<file path="src/rtl/ps2r_pkg.sv">
`timescale 1ns/1ps
// Shared constants, byte classification type and command-set helpers for the
// resend/error responder. Assumes an 8-bit host byte.
package ps2r_pkg;

    localparam logic [7:0] HOST_RESEND  = 8'hFE;
    localparam logic [7:0] RSP_AGAIN    = 8'hFE;
    localparam logic [7:0] RSP_ERROR    = 8'hFC;
    localparam logic [7:0] CMD_SET_RES  = 8'hE8;
    localparam logic [7:0] CMD_SET_RATE = 8'hF3;

    typedef enum logic [2:0] {
        RX_NONE,
        RX_OPERAND,
        RX_CMD,
        RX_RESEND,
        RX_BAD_FIRST,
        RX_BAD_LAST
    } rx_kind_e;

    // True when the byte is a command the mouse recognises.
    function automatic logic cmd_known(input logic [7:0] b);
        logic hit;
        hit = 1'b0;
        if (b >= 8'hE6 && b <= 8'hEC) hit = 1'b1;
        if (b == 8'hEE || b == 8'hF0) hit = 1'b1;
        if (b >= 8'hF2 && b <= 8'hF6) hit = 1'b1;
        if (b == 8'hFE || b == 8'hFF) hit = 1'b1;
        return hit;
    endfunction

    // True when the command is followed by a one-byte operand.
    function automatic logic cmd_has_operand(input logic [7:0] b);
        return (b == CMD_SET_RES) || (b == CMD_SET_RATE);
    endfunction

endpackage

</file>
<file path="src/rtl/ps2r_classifier.sv">
`timescale 1ns/1ps
// Classifies each received host byte (operand, command, repeat request, or
// invalid with strike level) and raises the accumulator-clear pulse.
// Assumes rx_valid is a single-cycle strobe per byte.
module ps2r_classifier
    import ps2r_pkg::*;
#(
    parameter int STRIKE_LIMIT = 2
) (
    input  logic       clk,
    input  logic       rst_n,
    input  logic       rx_valid,
    input  logic [7:0] rx_data,
    input  logic       rx_parity_err,
    output rx_kind_e   rx_kind,
    output logic       acc_clear
);
    localparam int SW = (STRIKE_LIMIT > 2) ? $clog2(STRIKE_LIMIT) : 1;
    localparam logic [SW-1:0] STRIKE_TOP = SW'(STRIKE_LIMIT - 1);

    logic          operand_due;
    logic [SW-1:0] strikes;
    logic          bad;

    // Purpose: decide what the current byte is, from its content and history.
    always_comb begin
        bad = 1'b0;
        rx_kind = RX_NONE;
        if (rx_valid) begin
            if (rx_parity_err)              bad = 1'b1;
            else if (operand_due)           rx_kind = RX_OPERAND;
            else if (rx_data == HOST_RESEND) rx_kind = RX_RESEND;
            else if (cmd_known(rx_data))    rx_kind = RX_CMD;
            else                            bad = 1'b1;
            if (bad) rx_kind = (strikes == STRIKE_TOP) ? RX_BAD_LAST : RX_BAD_FIRST;
        end
    end

    // Purpose: track operand expectation, strike count and the clear pulse.
    always_ff @(posedge clk) begin
        if (!rst_n) begin
            operand_due <= 1'b0;
            strikes     <= '0;
            acc_clear   <= 1'b0;
        end else begin
            acc_clear <= (rx_kind == RX_CMD);
            unique case (rx_kind)
                RX_BAD_FIRST: strikes <= strikes + SW'(1);
                RX_BAD_LAST:  strikes <= '0;
                RX_OPERAND: begin
                    strikes     <= '0;
                    operand_due <= 1'b0;
                end
                RX_CMD: begin
                    strikes     <= '0;
                    operand_due <= cmd_has_operand(rx_data);
                end
                RX_RESEND: strikes <= '0;
                default: ;
            endcase
        end
    end

endmodule

</file>
<file path="src/rtl/ps2r_pkt_store.sv">
`timescale 1ns/1ps
// Holds the last packet that left the device in full, with its length.
// Assumes pkt_commit is only raised after an unaborted transmission.
module ps2r_pkt_store #(
    parameter int PKT_MAX = 3,
    localparam int LEN_W  = $clog2(PKT_MAX + 1),
    localparam int IDX_W  = (PKT_MAX > 1) ? $clog2(PKT_MAX) : 1
) (
    input  logic                 clk,
    input  logic                 rst_n,
    input  logic                 pkt_commit,
    input  logic [LEN_W-1:0]     pkt_len,
    input  logic [PKT_MAX*8-1:0] pkt_data,
    input  logic [LEN_W-1:0]     rd_idx,
    output logic [7:0]           rd_byte,
    output logic [LEN_W-1:0]     stored_len
);
    logic [7:0] bytes [PKT_MAX];
    logic       take;

    assign take = pkt_commit && (pkt_len != '0) &&
                  ({1'b0, pkt_len} <= (LEN_W + 1)'(PKT_MAX));

    // Purpose: capture the packet length on an accepted commit.
    always_ff @(posedge clk) begin
        if (!rst_n)    stored_len <= '0;
        else if (take) stored_len <= pkt_len;
    end

    for (genvar g = 0; g < PKT_MAX; g++) begin : g_byte
        // Purpose: capture one packet byte on an accepted commit.
        always_ff @(posedge clk) begin
            if (!rst_n)    bytes[g] <= '0;
            else if (take) bytes[g] <= pkt_data[g*8 +: 8];
        end
    end

    // Purpose: read port for the replay sequencer.
    always_comb begin
        rd_byte = '0;
        if (rd_idx < LEN_W'(PKT_MAX)) rd_byte = bytes[rd_idx[IDX_W-1:0]];
    end

endmodule

</file>
<file path="src/rtl/ps2r_tx_seq.sv">
`timescale 1ns/1ps
// Emits the response to each classified byte as a ready/valid byte stream:
// one error byte, or a replay of the stored packet. A new classified byte
// replaces anything still unsent. Assumes no commit lands during a replay.
module ps2r_tx_seq
    import ps2r_pkg::*;
#(
    parameter int PKT_MAX = 3,
    localparam int LEN_W  = $clog2(PKT_MAX + 1)
) (
    input  logic             clk,
    input  logic             rst_n,
    input  rx_kind_e         rx_kind,
    input  logic [LEN_W-1:0] stored_len,
    input  logic [7:0]       rd_byte,
    output logic [LEN_W-1:0] rd_idx,
    output logic             tx_valid,
    input  logic             tx_ready,
    output logic [7:0]       tx_data
);
    logic             busy;
    logic             replay;
    logic [7:0]       err_byte;
    logic [LEN_W-1:0] idx;
    logic [LEN_W-1:0] last;

    // Purpose: load a new response or step through the current one.
    always_ff @(posedge clk) begin
        if (!rst_n) begin
            busy     <= 1'b0;
            replay   <= 1'b0;
            err_byte <= '0;
            idx      <= '0;
            last     <= '0;
        end else if (rx_kind != RX_NONE) begin
            idx <= '0;
            unique case (rx_kind)
                RX_BAD_FIRST: begin
                    busy     <= 1'b1;
                    replay   <= 1'b0;
                    err_byte <= RSP_AGAIN;
                end
                RX_BAD_LAST: begin
                    busy     <= 1'b1;
                    replay   <= 1'b0;
                    err_byte <= RSP_ERROR;
                end
                RX_RESEND: begin
                    busy   <= (stored_len != '0);
                    replay <= 1'b1;
                    last   <= stored_len - LEN_W'(1);
                end
                default: busy <= 1'b0;
            endcase
        end else if (busy && tx_ready) begin
            if (!replay || idx == last) busy <= 1'b0;
            else                        idx  <= idx + LEN_W'(1);
        end
    end

    // Purpose: present the current response byte.
    always_comb begin
        tx_valid = busy;
        tx_data  = replay ? rd_byte : err_byte;
        rd_idx   = idx;
    end

endmodule

</file>
<file path="src/rtl/ps2_resend_responder.sv">
`timescale 1ns/1ps
// Top of the resend/error responder: classifier, packet store and transmit
// sequencer. Assumes host bytes arrive as single-cycle strobes from the link
// engine and that the host waits for a response before sending again.
module ps2_resend_responder
    import ps2r_pkg::*;
#(
    parameter int PKT_MAX      = 3,
    parameter int STRIKE_LIMIT = 2,
    localparam int LEN_W       = $clog2(PKT_MAX + 1)
) (
    input  logic                 clk,
    input  logic                 rst_n,
    input  logic                 rx_valid,
    input  logic [7:0]           rx_data,
    input  logic                 rx_parity_err,
    input  logic                 pkt_commit,
    input  logic [LEN_W-1:0]     pkt_len,
    input  logic [PKT_MAX*8-1:0] pkt_data,
    output logic                 tx_valid,
    input  logic                 tx_ready,
    output logic [7:0]           tx_data,
    output logic                 acc_clear
);
    rx_kind_e         rx_kind;
    logic [LEN_W-1:0] stored_len;
    logic [LEN_W-1:0] rd_idx;
    logic [7:0]       rd_byte;

    ps2r_classifier #(.STRIKE_LIMIT(STRIKE_LIMIT)) u_class (
        .clk           (clk),
        .rst_n         (rst_n),
        .rx_valid      (rx_valid),
        .rx_data       (rx_data),
        .rx_parity_err (rx_parity_err),
        .rx_kind       (rx_kind),
        .acc_clear     (acc_clear)
    );

    ps2r_pkt_store #(.PKT_MAX(PKT_MAX)) u_store (
        .clk        (clk),
        .rst_n      (rst_n),
        .pkt_commit (pkt_commit),
        .pkt_len    (pkt_len),
        .pkt_data   (pkt_data),
        .rd_idx     (rd_idx),
        .rd_byte    (rd_byte),
        .stored_len (stored_len)
    );

    ps2r_tx_seq #(.PKT_MAX(PKT_MAX)) u_seq (
        .clk        (clk),
        .rst_n      (rst_n),
        .rx_kind    (rx_kind),
        .stored_len (stored_len),
        .rd_byte    (rd_byte),
        .rd_idx     (rd_idx),
        .tx_valid   (tx_valid),
        .tx_ready   (tx_ready),
        .tx_data    (tx_data)
    );

endmodule

</file>
<file path="config.mk">
export PLATFORM = sky130hd
export DESIGN_NAME = ps2_resend_responder
export DESIGN_NICKNAME = d
export VERILOG_FILES = /design/src/rtl/ps2r_pkg.sv /design/src/rtl/ps2r_classifier.sv /design/src/rtl/ps2r_pkt_store.sv /design/src/rtl/ps2r_tx_seq.sv /design/src/rtl/ps2_resend_responder.sv
export SDC_FILE = /design/constraint.sdc
export NUM_CORES = 1
export LEC_CHECK = 0
export BUFFER_PORTS_ARGS = -buffer_cell sky130_fd_sc_hd__buf_2
export CORE_ASPECT_RATIO = 0.9
export CORE_MARGIN = 3
export CORE_UTILIZATION = 53
export CTS_BUF_LIST = sky130_fd_sc_hd__clkbuf_8
export DETAILED_ROUTE_END_ITERATION = 8
export HOLD_SLACK_MARGIN = 0.06
export PLACE_DENSITY = 0.83
export SLEW_MARGIN = 10
export SYNTH_ARGS = -nofsm -noshare
export SYNTH_HDL_FRONTEND = slang
export SYNTH_SLANG_ARGS = --single-unit
</file>
<file path="constraint.sdc">
create_clock -name clk -period 2.1 [get_ports clk]
set_clock_uncertainty 0.15 [all_clocks]
set_input_delay 0.42 -clock clk [delete_from_list [all_inputs] [get_ports clk]]
set_output_delay 0.42 -clock clk [all_outputs]
set_load 0.01 [all_outputs]
</file>
==> results of run 1 <==
-- state kept, by name, indices dropped and copies added, names as in the netlist, named ones only --
| signal | flops |
|---|---|
| u_store.bytes | 24 |
| u_seq.rd_idx | 2 |
| u_seq.last | 2 |
| u_seq.tx_valid | 1 |
| u_store.stored_len | 2 |
| u_class.acc_clear | 1 |
| u_class.operand_due | 1 |
| u_seq.err_byte | 2 |
| u_seq.replay | 1 |
| u_class.strikes | 1 |
-- cell type report --
| class | instances | area (um2) | area share (%) |
|---|---|---|---|
| multi-input cells | 111 | 734.5 | 32.72 |
| inverters | 8 | 30.03 | 1.338 |
| repair buffers | 52 | 271.5 | 12.10 |
| well taps | 42 | 52.55 | 2.341 |
| clock inverters | 3 | 63.81 | 2.843 |
| flip-flops and latches | 39 | 1023 | 45.60 |
| clock buffers | 5 | 68.82 | 3.066 |
-- final timing paths --
check / start / endpoint / slack (ns) / cells after the start
worst max-delay path: u_seq.rd_idx[0]$_SDFFE_PP0P_ / tx_data[7] / 0.04 / 4
worst max register to register: u_class.operand_due$_SDFFE_PN0P_ / u_seq.err_byte[1]$_SDFFE_PN0P_ / 0.49 / 4
worst min-delay path: pkt_len[1] / u_store.stored_len[1]$_SDFFE_PN0P_ / 0.19 / 3
worst min register to register: u_store.stored_len[0]$_SDFFE_PN0P_ / u_seq.last[0]$_SDFFE_PN0P_ / 0.30 / 1
-- worst max-delay path, stage by stage (launching register included) --
cell	delay [ns]
dfxtp_1	0.35
ha_1	0.20
nand2b_2	0.25
o21ai_0	0.22
buf_2	0.16
-- routing by layer --
layer,track usage [%],share of wire (%),wire [um],vias up
li1,-,-,-,690
met1,21.48,40,1461,642
met2,35.29,52,1924,45
met3,6.387,6.2,230,7
met4,10.98,1.8,65,0
met5,0,0,0,-
-- layout by cell type, fill, tap and decap left out, drive strengths merged, types with 2 or more instances in the layout --
cell type | netlist | final
ha | 2 | 2
buf | 0 | 52
and2 | 24 | 24
clkbuf | 5 | 5
nand3 | 2 | 2
inv | 8 | 9
nand3b | 2 | 2
mux2i | 9 | 9
a2111oi | 2 | 2
edfxtp | 24 | 24
nand2 | 7 | 7
nand4b | 2 | 2
a31o | 2 | 2
dfxtp | 15 | 15
xnor2 | 4 | 4
a21oi | 15 | 15
a311oi | 2 | 2
o21ai | 11 | 11
nor2 | 13 | 13
bufinv | 0 | 2
-- cell families (layout without fill, tap and decap cells) --
logic type               count (synthesis)  after routing
AND/OR/NAND/NOR                         55             55
AO/OA/AOI/OAI                           41             41
flip-flops                              39             39
buffers and inverters                   13             68
multiplexers                             9              9
XOR/XNOR                                 4              4
adder cells (fa/ha/maj)                  2              2
-- power by group --
part	internal, mW	switching, mW
logic	0.0743	0.0868
registers	0.866	0.0174
clock network	0.470	0.256
total	1.41	0.361
-- repair_timing --
item                       CTS  global route
gates resized for setup      4             4
setup endpoints to repair    5             7
cloned                       0             0
setup buffers                0             0
==> impl_metrics.tcl, run 1 <==
set metrics [dict create \
    syn_inst 163 \
    netlist_area_um2 1799 \
    dp_slack_ns 0.003443 \
    grt_overflow 0 \
    synth_cell_types 33 \
    arrival_ns 1.49 \
    dpl_cell_area_um2 2101 \
    diodes 0 \
    grt_max_degree 27 \
    syn_nets 205 \
    p_leak_nw 0.9100 \
    drv_slew 0 \
    finalHoldViolCount 0 \
    portBuffers 49 \
    drtIter0Drc 49 \
    grt_usage_pct 20.00 \
    drive_above_1_share_pct 31.65 \
    dieWidth_um 67.42 \
    whs_ns 0.1899 \
    coreArea_um2 3162 \
    fin_area_um2 2245 \
    setup.worst_path.class "reg2out" \
    ys_seq_area_share_pct 56.75 \
    wl_per_cell_um 14.16 \
    rsz0062_at_grt "true" \
    grt_pass1_vias 1424 \
    io_pins 50 \
    p_per_area_nw_per_um2 789.1 \
    placed_cells 252 \
    clockBufferDepth 2 \
    yosysWarnings 0 \
    fillers 229 \
    synthSimpleGateAreaFrac_pct 17.11 \
    die-area_um2 4131 \
    postCtsHoldBufs 0 \
    cts_buffers 5 \
    area_growth_pct 24.76 \
    root_buffer "clkbuf_8" \
    finalCritPeriodShare_pct 97.89 \
    tritoncts "done" \
    crit_required_ns 1.53 \
    routed_wl_um 3681 \
    clkTransAtPathRegs_ns 0.08 \
    synth_top_area_share_pct 40.06 \
    async_reset_ff_share_pct 0 \
    rows 19 \
    synth_fa_ha_area_share_pct 1.391 \
    ys_top_cells_by_count "24 x and2_1, 24 x edfxtp_1, 15 x a21oi_1, 15 x dfxtp_1, 13 x nor2_1" \
    drc_errors 0 \
    globalplace.congestion 0.8460 \
    worst_setup_path_end_kind "output pin" \
    synth_ff_type "edfxtp_1" \
    post-route-worst-setup-slack_ns 0.04439 \
    synth_compound_area_share_pct 15.09 \
    viasPerCell 5.323 \
    cap_viol_max_count 0 \
    synth_mux_area_share_pct 5.007 \
    ys_ff_latch 39 \
    nets 259 \
    clk_latency_ns 0.29 \
    start_util_pct 56.91 \
    dr.pass1.iters 4 \
    synth_edf_count 24 \
    synth_top_family_by_area "simple AND/OR/NAND/NOR gates" \
    status "finished clean" \
    yosys.area.top_type "edfxtp_1" \
    synthTopCellsByArea "edfxtp_1 40%, dfxtp_1 17%, and2_1 8.3%" \
    hold_class "in2reg" \
    tightest_slew_ns 0.6908 \
    h-tree-depth 2 \
    maxSlewHeadroom_pct 52.76 \
    hpwl_um 2753 \
    syn_avg_cell_area_um2 11.04 \
    min_period_ns 2.056 \
    path_max_fanout 8 \
    final_util_pct 70.99 \
    ant_nets 0 \
    total_power_mw 1.771 \
    vias 1384 \
    die_h_um 61.28 \
    antenna_found_initial 0 \
    tns_ns 0 \
    layoutNonFillerInstCount 260 \
    critPathLaunchType "register" \
    setup_violations 0 \
    synth_xor_area_share_pct 1.947 \
    max_freq_ghz 0.4865 \
    grt_pass1_wl_um 5899 \
    peakVddDrop_mv 0.5641 \
    cts.sinks 39 \
]
Note: power is estimated with default switching activity, not from simulation.
==> run 2, diff against run 1 <==
--- a/config.mk
+++ b/config.mk
@@ -6,7 +6,7 @@
 export NUM_CORES = 1
 export LEC_CHECK = 0
 export BUFFER_PORTS_ARGS = -buffer_cell sky130_fd_sc_hd__buf_2
-export CORE_ASPECT_RATIO = 0.9
+export CORE_ASPECT_RATIO = 0.6
 export CORE_MARGIN = 3
 export CORE_UTILIZATION = 53
 export CTS_BUF_LIST = sky130_fd_sc_hd__clkbuf_8
==> run 2 against run 1 <==
Via count rose by 3.4%. Global-route usage rose by 1.8 points. Total power shrank 15%. Utilization is 0.79 points higher. Non-clock buffer count unchanged. Cell area fell by 2.2%.
==> impl_metrics.tcl, run 2 (synthesis gave the netlist of run 1 again) <==
set metrics [dict create \
    final_common_cell "buf_2" \
    drive_above_1_share_pct 30.73 \
    whs_ns 0.1993 \
    cap_viol_max_count 0 \
    h-tree-depth 2 \
    setup_violations 0 \
    cts.sinks 39 \
    clockPowerShare_pct 30.7 \
    drc_errors 0 \
    die_h_um 51.13 \
    area_growth_pct 22.04 \
    worst_path_max_delay_cell "dfxtp_4" \
    crit_required_ns 1.53 \
    grt_usage_pct 21.80 \
    clockBufferDepth 2 \
    p_per_area_nw_per_um2 689.5 \
    globalplace.congestion 0.8206 \
    grt_pass1_vias 1503 \
    clkTransAtPathRegs_ns 0.07 \
    grt_pass1_wl_um 6713 \
    crit_buf_inv 1 \
    crit_family "flip-flops" \
    finalCritPeriodShare_pct 93.69 \
    nets 259 \
    coreArea_um2 3059 \
    dr.pass1.iters 4 \
    drv_slew 0 \
    p_sw_uw 351.7 \
    critPathMaxStageDelay_ns 0.44 \
    min_period_ns 1.968 \
    root_buffer "clkbuf_8" \
    io_pins 50 \
    portBuffers 49 \
    clk_latency_ns 0.28 \
    hold_class "in2reg" \
    grt_max_degree 27 \
    finalHoldViolCount 0 \
    worst_setup_path_end_kind "output pin" \
    multiInputGateArea_um2 739.5 \
    start_util_pct 58.81 \
    ant_nets 0 \
    grt_overflow 0 \
    antenna_found_initial 0 \
    routed_wl_um 4046 \
    viasPerCell 5.504 \
    rows 15 \
    path_max_fanout 8 \
    p_int_mw 1.162 \
    layout_common_cells "49 x buf_2, 24 x and2_1, 24 x edfxtp_1" \
    combPwrFrac_pct 11.0 \
    tightest_slew_ns 0.7663 \
    setup.worst_path.class "reg2out" \
    seqCellArea_um2 1026 \
    critPathLaunchType "register" \
    maxSlewHeadroom_pct 48.86 \
    drtIter0Drc 56 \
    max_freq_ghz 0.5082 \
    regMostFlops "u_store.bytes" \
    wl_per_cell_um 15.56 \
    die-area_um2 4153 \
    post_cts_buffers 0 \
    vias 1431 \
    status "finished clean" \
    swShare_pct 23.23 \
    dieWidth_um 81.22 \
    crit_chain "mux2i_1 > nor2_1 > a21oi_1 > o21ai_0 > buf_2" \
    cts_buffers 5 \
    hpwl_um 3036 \
    rsz0062_at_grt "false" \
    peakVddDrop_mv 0.5163 \
    fillers 235 \
    diodes 0 \
    largest_register_ffs 24 \
    tritoncts "done" \
    tns_ns 0 \
    arrival_ns 1.40 \
    p_seq_share_pct 58.3 \
    p_leak_nw 0.8847 \
]
==> run 2: cell count changes in the layout (fill, tap and decap cells not counted), sizes merged <==
cell    change
bufinv      -2
clkinv      +2
==> run 2: through the flow <==
step                utilization [%]  instance area [um2]  worst slack (ns)  power, mW  std cells
floorplan                         -                 1799            0.3336     0.9806        163
finish                        71.78                 2196            0.1324      1.514        260
global route                  71.78                 2196           0.03063      1.579        260
global placement              68.92                 2108           0.09333      1.050        253
CTS                           71.66                 2192          0.002360      1.517        261
detailed placement            68.92                 2108          0.008181      1.062        253
==> run 2: per-layer routing <==
metal / GRT usage [%] / up-vias / part of all wire, %
li1: - / 697 / -
met1: 26.65 / 672 / 43
met2: 35.42 / 51 / 48
met3: 6.866 / 11 / 6.8
met4: 9.831 / 0 / 2.3
met5: 0 / - / 0
==> run 2: repair_timing <==
action,in CTS,in global routing
endpoints found under the hold margin,0,0
endpoints found under the setup margin,6,7
resized for setup,2,6
cloned,0,0
hold buffers,0,0
pin swaps,0,0
==> run 2: worst min-delay path: stages <==
cell and delay (ns):
buf_2 0.08, nand2_1 0.04, o21ai_0 0.06
==> run 2: worst paths after layout <==
path         slack [ns]  cells past startpoint                          startpoint                                  to
max                0.13                      5                            register                          tx_data[2]
min                0.20                      3                          pkt_len[1]  u_store.stored_len[1]$_SDFFE_PN0P_
max reg2reg        0.60                      3    u_class.operand_due$_SDFFE_PN0P_          u_seq.last[1]$_SDFFE_PN0P_
min reg2reg        0.31                      1  u_store.stored_len[0]$_SDFFE_PN0P_          u_seq.last[0]$_SDFFE_PN0P_
==> run 2: layout make-up <==
type / instances / area share, %
clock buffer: 5 / 3.134
sequential: 39 / 46.72
clock inverter: 3 / 0.5128
inverter: 8 / 1.368
tap: 42 / 2.393
multi-input combinational: 111 / 33.68
timing repair buffer: 52 / 12.19
==> run 2: power groups by stage <==
stage | logic (mW) | clock network, mW | registers [mW]
finish | 0.167 | 0.465 | 0.882
global route | 0.186 | 0.507 | 0.886
CTS | 0.164 | 0.470 | 0.884
global placement | 0.154 | 0 | 0.896
floorplan | 0.0854 | 0 | 0.895
detailed placement | 0.162 | 0 | 0.901
==> run 3, diff against run 2 <==
--- a/config.mk
+++ b/config.mk
@@ -5,14 +5,16 @@
 export SDC_FILE = /design/constraint.sdc
 export NUM_CORES = 1
 export LEC_CHECK = 0
+export ABC_AREA = 1
 export BUFFER_PORTS_ARGS = -buffer_cell sky130_fd_sc_hd__buf_2
+export CAP_MARGIN = 20
 export CORE_ASPECT_RATIO = 0.6
 export CORE_MARGIN = 3
-export CORE_UTILIZATION = 53
+export CORE_UTILIZATION = 59
 export CTS_BUF_LIST = sky130_fd_sc_hd__clkbuf_8
 export DETAILED_ROUTE_END_ITERATION = 8
 export HOLD_SLACK_MARGIN = 0.06
-export PLACE_DENSITY = 0.83
+export PLACE_DENSITY = 0.89
 export SLEW_MARGIN = 10
 export SYNTH_ARGS = -nofsm -noshare
 export SYNTH_HDL_FRONTEND = slang
==> constraint.sdc (replaced) <==
create_clock -name clk -period 2.3 [get_ports clk]
set_clock_uncertainty 0.15 [all_clocks]
set_input_delay 0.46 -clock clk [delete_from_list [all_inputs] [get_ports clk]]
set_output_delay 0.46 -clock clk [all_outputs]
set_load 0.01 [all_outputs]
==> run 3 against run 2 <==
Total power grew 1.6%. Critical path type unchanged. Worst setup slack gained 0.017 ns. Largest power group unchanged. Non-clock buffer count shrank 1.
==> impl_metrics.tcl, run 3 <==
set metrics [dict create \
    cap_viol_max_count 0 \
    cts.sinks 39 \
    ys_top_cells_by_count "52 x inv_1, 35 x nand2_1, 33 x nor2_1, 24 x edfxtp_1, 16 x a21oi_1" \
    finalCritPeriodShare_pct 93.50 \
    yosysWarnings 0 \
    globalplace.congestion 0.8498 \
    syn_inst 238 \
    layout_common_cells "52 x inv_1, 49 x buf_2, 34 x nand2_1" \
    grt_pass1_vias 1529 \
    die-area_um2 4118 \
    grt_max_degree 27 \
    routed_wl_um 4350 \
    netlist_area_um2 1984 \
    worst_path_max_delay_cell "dfxtp_1" \
    cts_buffers 5 \
    drv_slew 0 \
    tightest_slew_ns 0.4077 \
    synth_edf_count 24 \
    synth_top_area_share_pct 36.32 \
    path_max_fanout 8 \
    viasPerCell 5.087 \
    worst_setup_path_end_kind "output pin" \
    h-tree-depth 2 \
    ys_ff_latch 39 \
    nets 332 \
    syn_avg_cell_area_um2 8.338 \
    peakVddDrop_mv 0.4682 \
    grt_usage_pct 23.14 \
    post_cts_buffers 0 \
    crit_required_ns 1.69 \
    max_freq_ghz 0.4650 \
    grt_pass1_wl_um 6906 \
    drive_above_1_share_pct 29.55 \
    die_h_um 50.92 \
    crit_chain "ha_1 > inv_1 > nand2_2 > a21oi_1 > o21ai_0 > o21ai_0 > buf_2" \
    min_period_ns 2.151 \
    vias 1694 \
    setup_violations 0 \
    clkTransAtPathRegs_ns 0.08 \
    hold_class "in2reg" \
    post-synth-top-count-cell "inv_1" \
    ant_nets 0 \
    postCtsHoldBufs 0 \
    root_buffer "clkbuf_8" \
    diodes 0 \
    coreArea_um2 3040 \
    clockBufferDepth 2 \
    synth_ff_type "edfxtp_1" \
    critPathLaunchType "register" \
    io_pins 50 \
    finalHoldViolCount 0 \
    grt_overflow 0 \
    setup.worst_path.class "reg2out" \
    start_util_pct 65.27 \
    dieWidth_um 80.87 \
    synth_cell_types 29 \
    tns_ns 0 \
    drtIter0Drc 106 \
    drc_errors 0 \
    area_growth_pct 20.11 \
    path_common_cell "o21ai_0" \
    dr.pass1.iters 4 \
    portBuffers 49 \
    rsz0062_at_grt "false" \
    critPathMaxStageDelay_ns 0.36 \
    regMostFlops "u_store.bytes" \
    ys_seq_area_share_pct 51.45 \
    largest_register_ffs 24 \
    final_common_cell "inv_1" \
    hpwl_um 3246 \
    status "finished clean" \
    clk_latency_ns 0.29 \
    total_power_mw 1.538 \
    synthTopCellsByArea "edfxtp_1 36%, dfxtp_1 15%, inv_1 9.8%" \
    arrival_ns 1.54 \
    tritoncts "done" \
    maxSlewHeadroom_pct 72.78 \
    rows 15 \
    wl_per_cell_um 13.06 \
    antenna_found_initial 0 \
    p_leak_nw 1.206 \
    p_per_area_nw_per_um2 645.2 \
    syn_nets 280 \
    async_reset_ff_share_pct 0 \
    yosys.area.top_type "edfxtp_1" \
]
run 3: changes by cell type in the layout (fill, tap and decap cells not counted), moves of 4 or more:
cell     previous run  this run
nand4_1             0         5
mux2i_1             9         0
nor2_1             12        33
inv_2               0         5
mux2_2              0         8
nand2_1             7        34
xnor2_1             4         0
nand2_2             0         5
and2_1             24         0
inv_1               9        52
run 3: what timing repair did:
item / in CTS / in global routing
hold endpoints to repair: 0 / 0
setup endpoints to repair: 0 / 4
resized for setup: 0 / 2
run 3: report_power, final:
part           switching (mW)  internal (mW)
logic                   0.103         0.0699
clock network           0.239          0.318
registers              0.0168          0.791
run 3: worst max-delay path, delay by kind of cell, from the launching register on:
kind / cells / cell delay, ns
DFF: 1 / 0.36
AOI/OAI and AO/OA: 3 / 0.35
and+or+nand+nor: 1 / 0.10
buffers and inverters: 2 / 0.22
adders and majority gates: 1 / 0.21
run 3: routing by layer:
metal  vias to the layer above  share of wire [%]  wire [um]  global-route usage [%]
met1                       765                 48       2080                   31.07
met2                        74                 42       1825                   32.29
met5                         -                  0          0                       0
met3                         7                8.8        383                   9.507
met4                         0                1.4         60                   10.96
li1                        848                  -          -                       -
run 3: per-stage QoR:
stage / hold WS (ns) / area [um2] / instances / worst slack (ns) / utilization [%]
3_5_place_dp: 0.3106 / 2272 / 325 / 0.3441 / 74.73
5_1_grt: 0.2858 / 2384 / 333 / 0.01661 / 78.40
3_3_place_gp: 0.2948 / 2272 / 325 / 0.4672 / 74.73
2_1_floorplan: 0.2780 / 1984 / 238 / 0.5027 / -
6_report: 0.2833 / 2384 / 333 / 0.1495 / 78.40
4_1_cts: 0.2775 / 2380 / 333 / 0.02797 / 78.27
run 3: layout make-up:
class / count / area, um2
flip-flops and latches: 39 / 1022
multi-input cells: 135 / 721.9
fillers: 224 / 656.9
repair buffers: 51 / 260.3
inverters: 58 / 219.0
clock buffers: 5 / 68.82
well taps: 42 / 52.55
clock inverters: 3 / 38.79
run 3: cells by family (layout without fill, tap and decap cells):
group                      after synthesis  after routing  share of synthesized area [%]
buffers and inverters                   64            117                          12.29
and+or+nand+nor                         92             92                          21.44
xor gates and xnor gates                 1              1                         0.4414
muxes                                    8              8                          4.540
adders and majority gates                2              2                          1.261
DFF                                     39             39                          51.45
AOI/OAI and AO/OA                       32             32                          8.575
run 3: worst paths after layout:
path                                   from                                  to  slack [ns]  cells past startpoint
min                              pkt_len[0]  u_store.stored_len[0]$_SDFFE_PN0P_        0.28                      3
max            u_seq.rd_idx[0]$_SDFFE_PP0P_                          tx_data[1]        0.15                      7
max reg2reg    u_seq.rd_idx[1]$_SDFFE_PP0P_                            register        0.78                      6
min reg2reg  u_seq.err_byte[6]$_SDFFE_PN0P_      u_seq.err_byte[6]$_SDFFE_PN0P_        0.32                      2
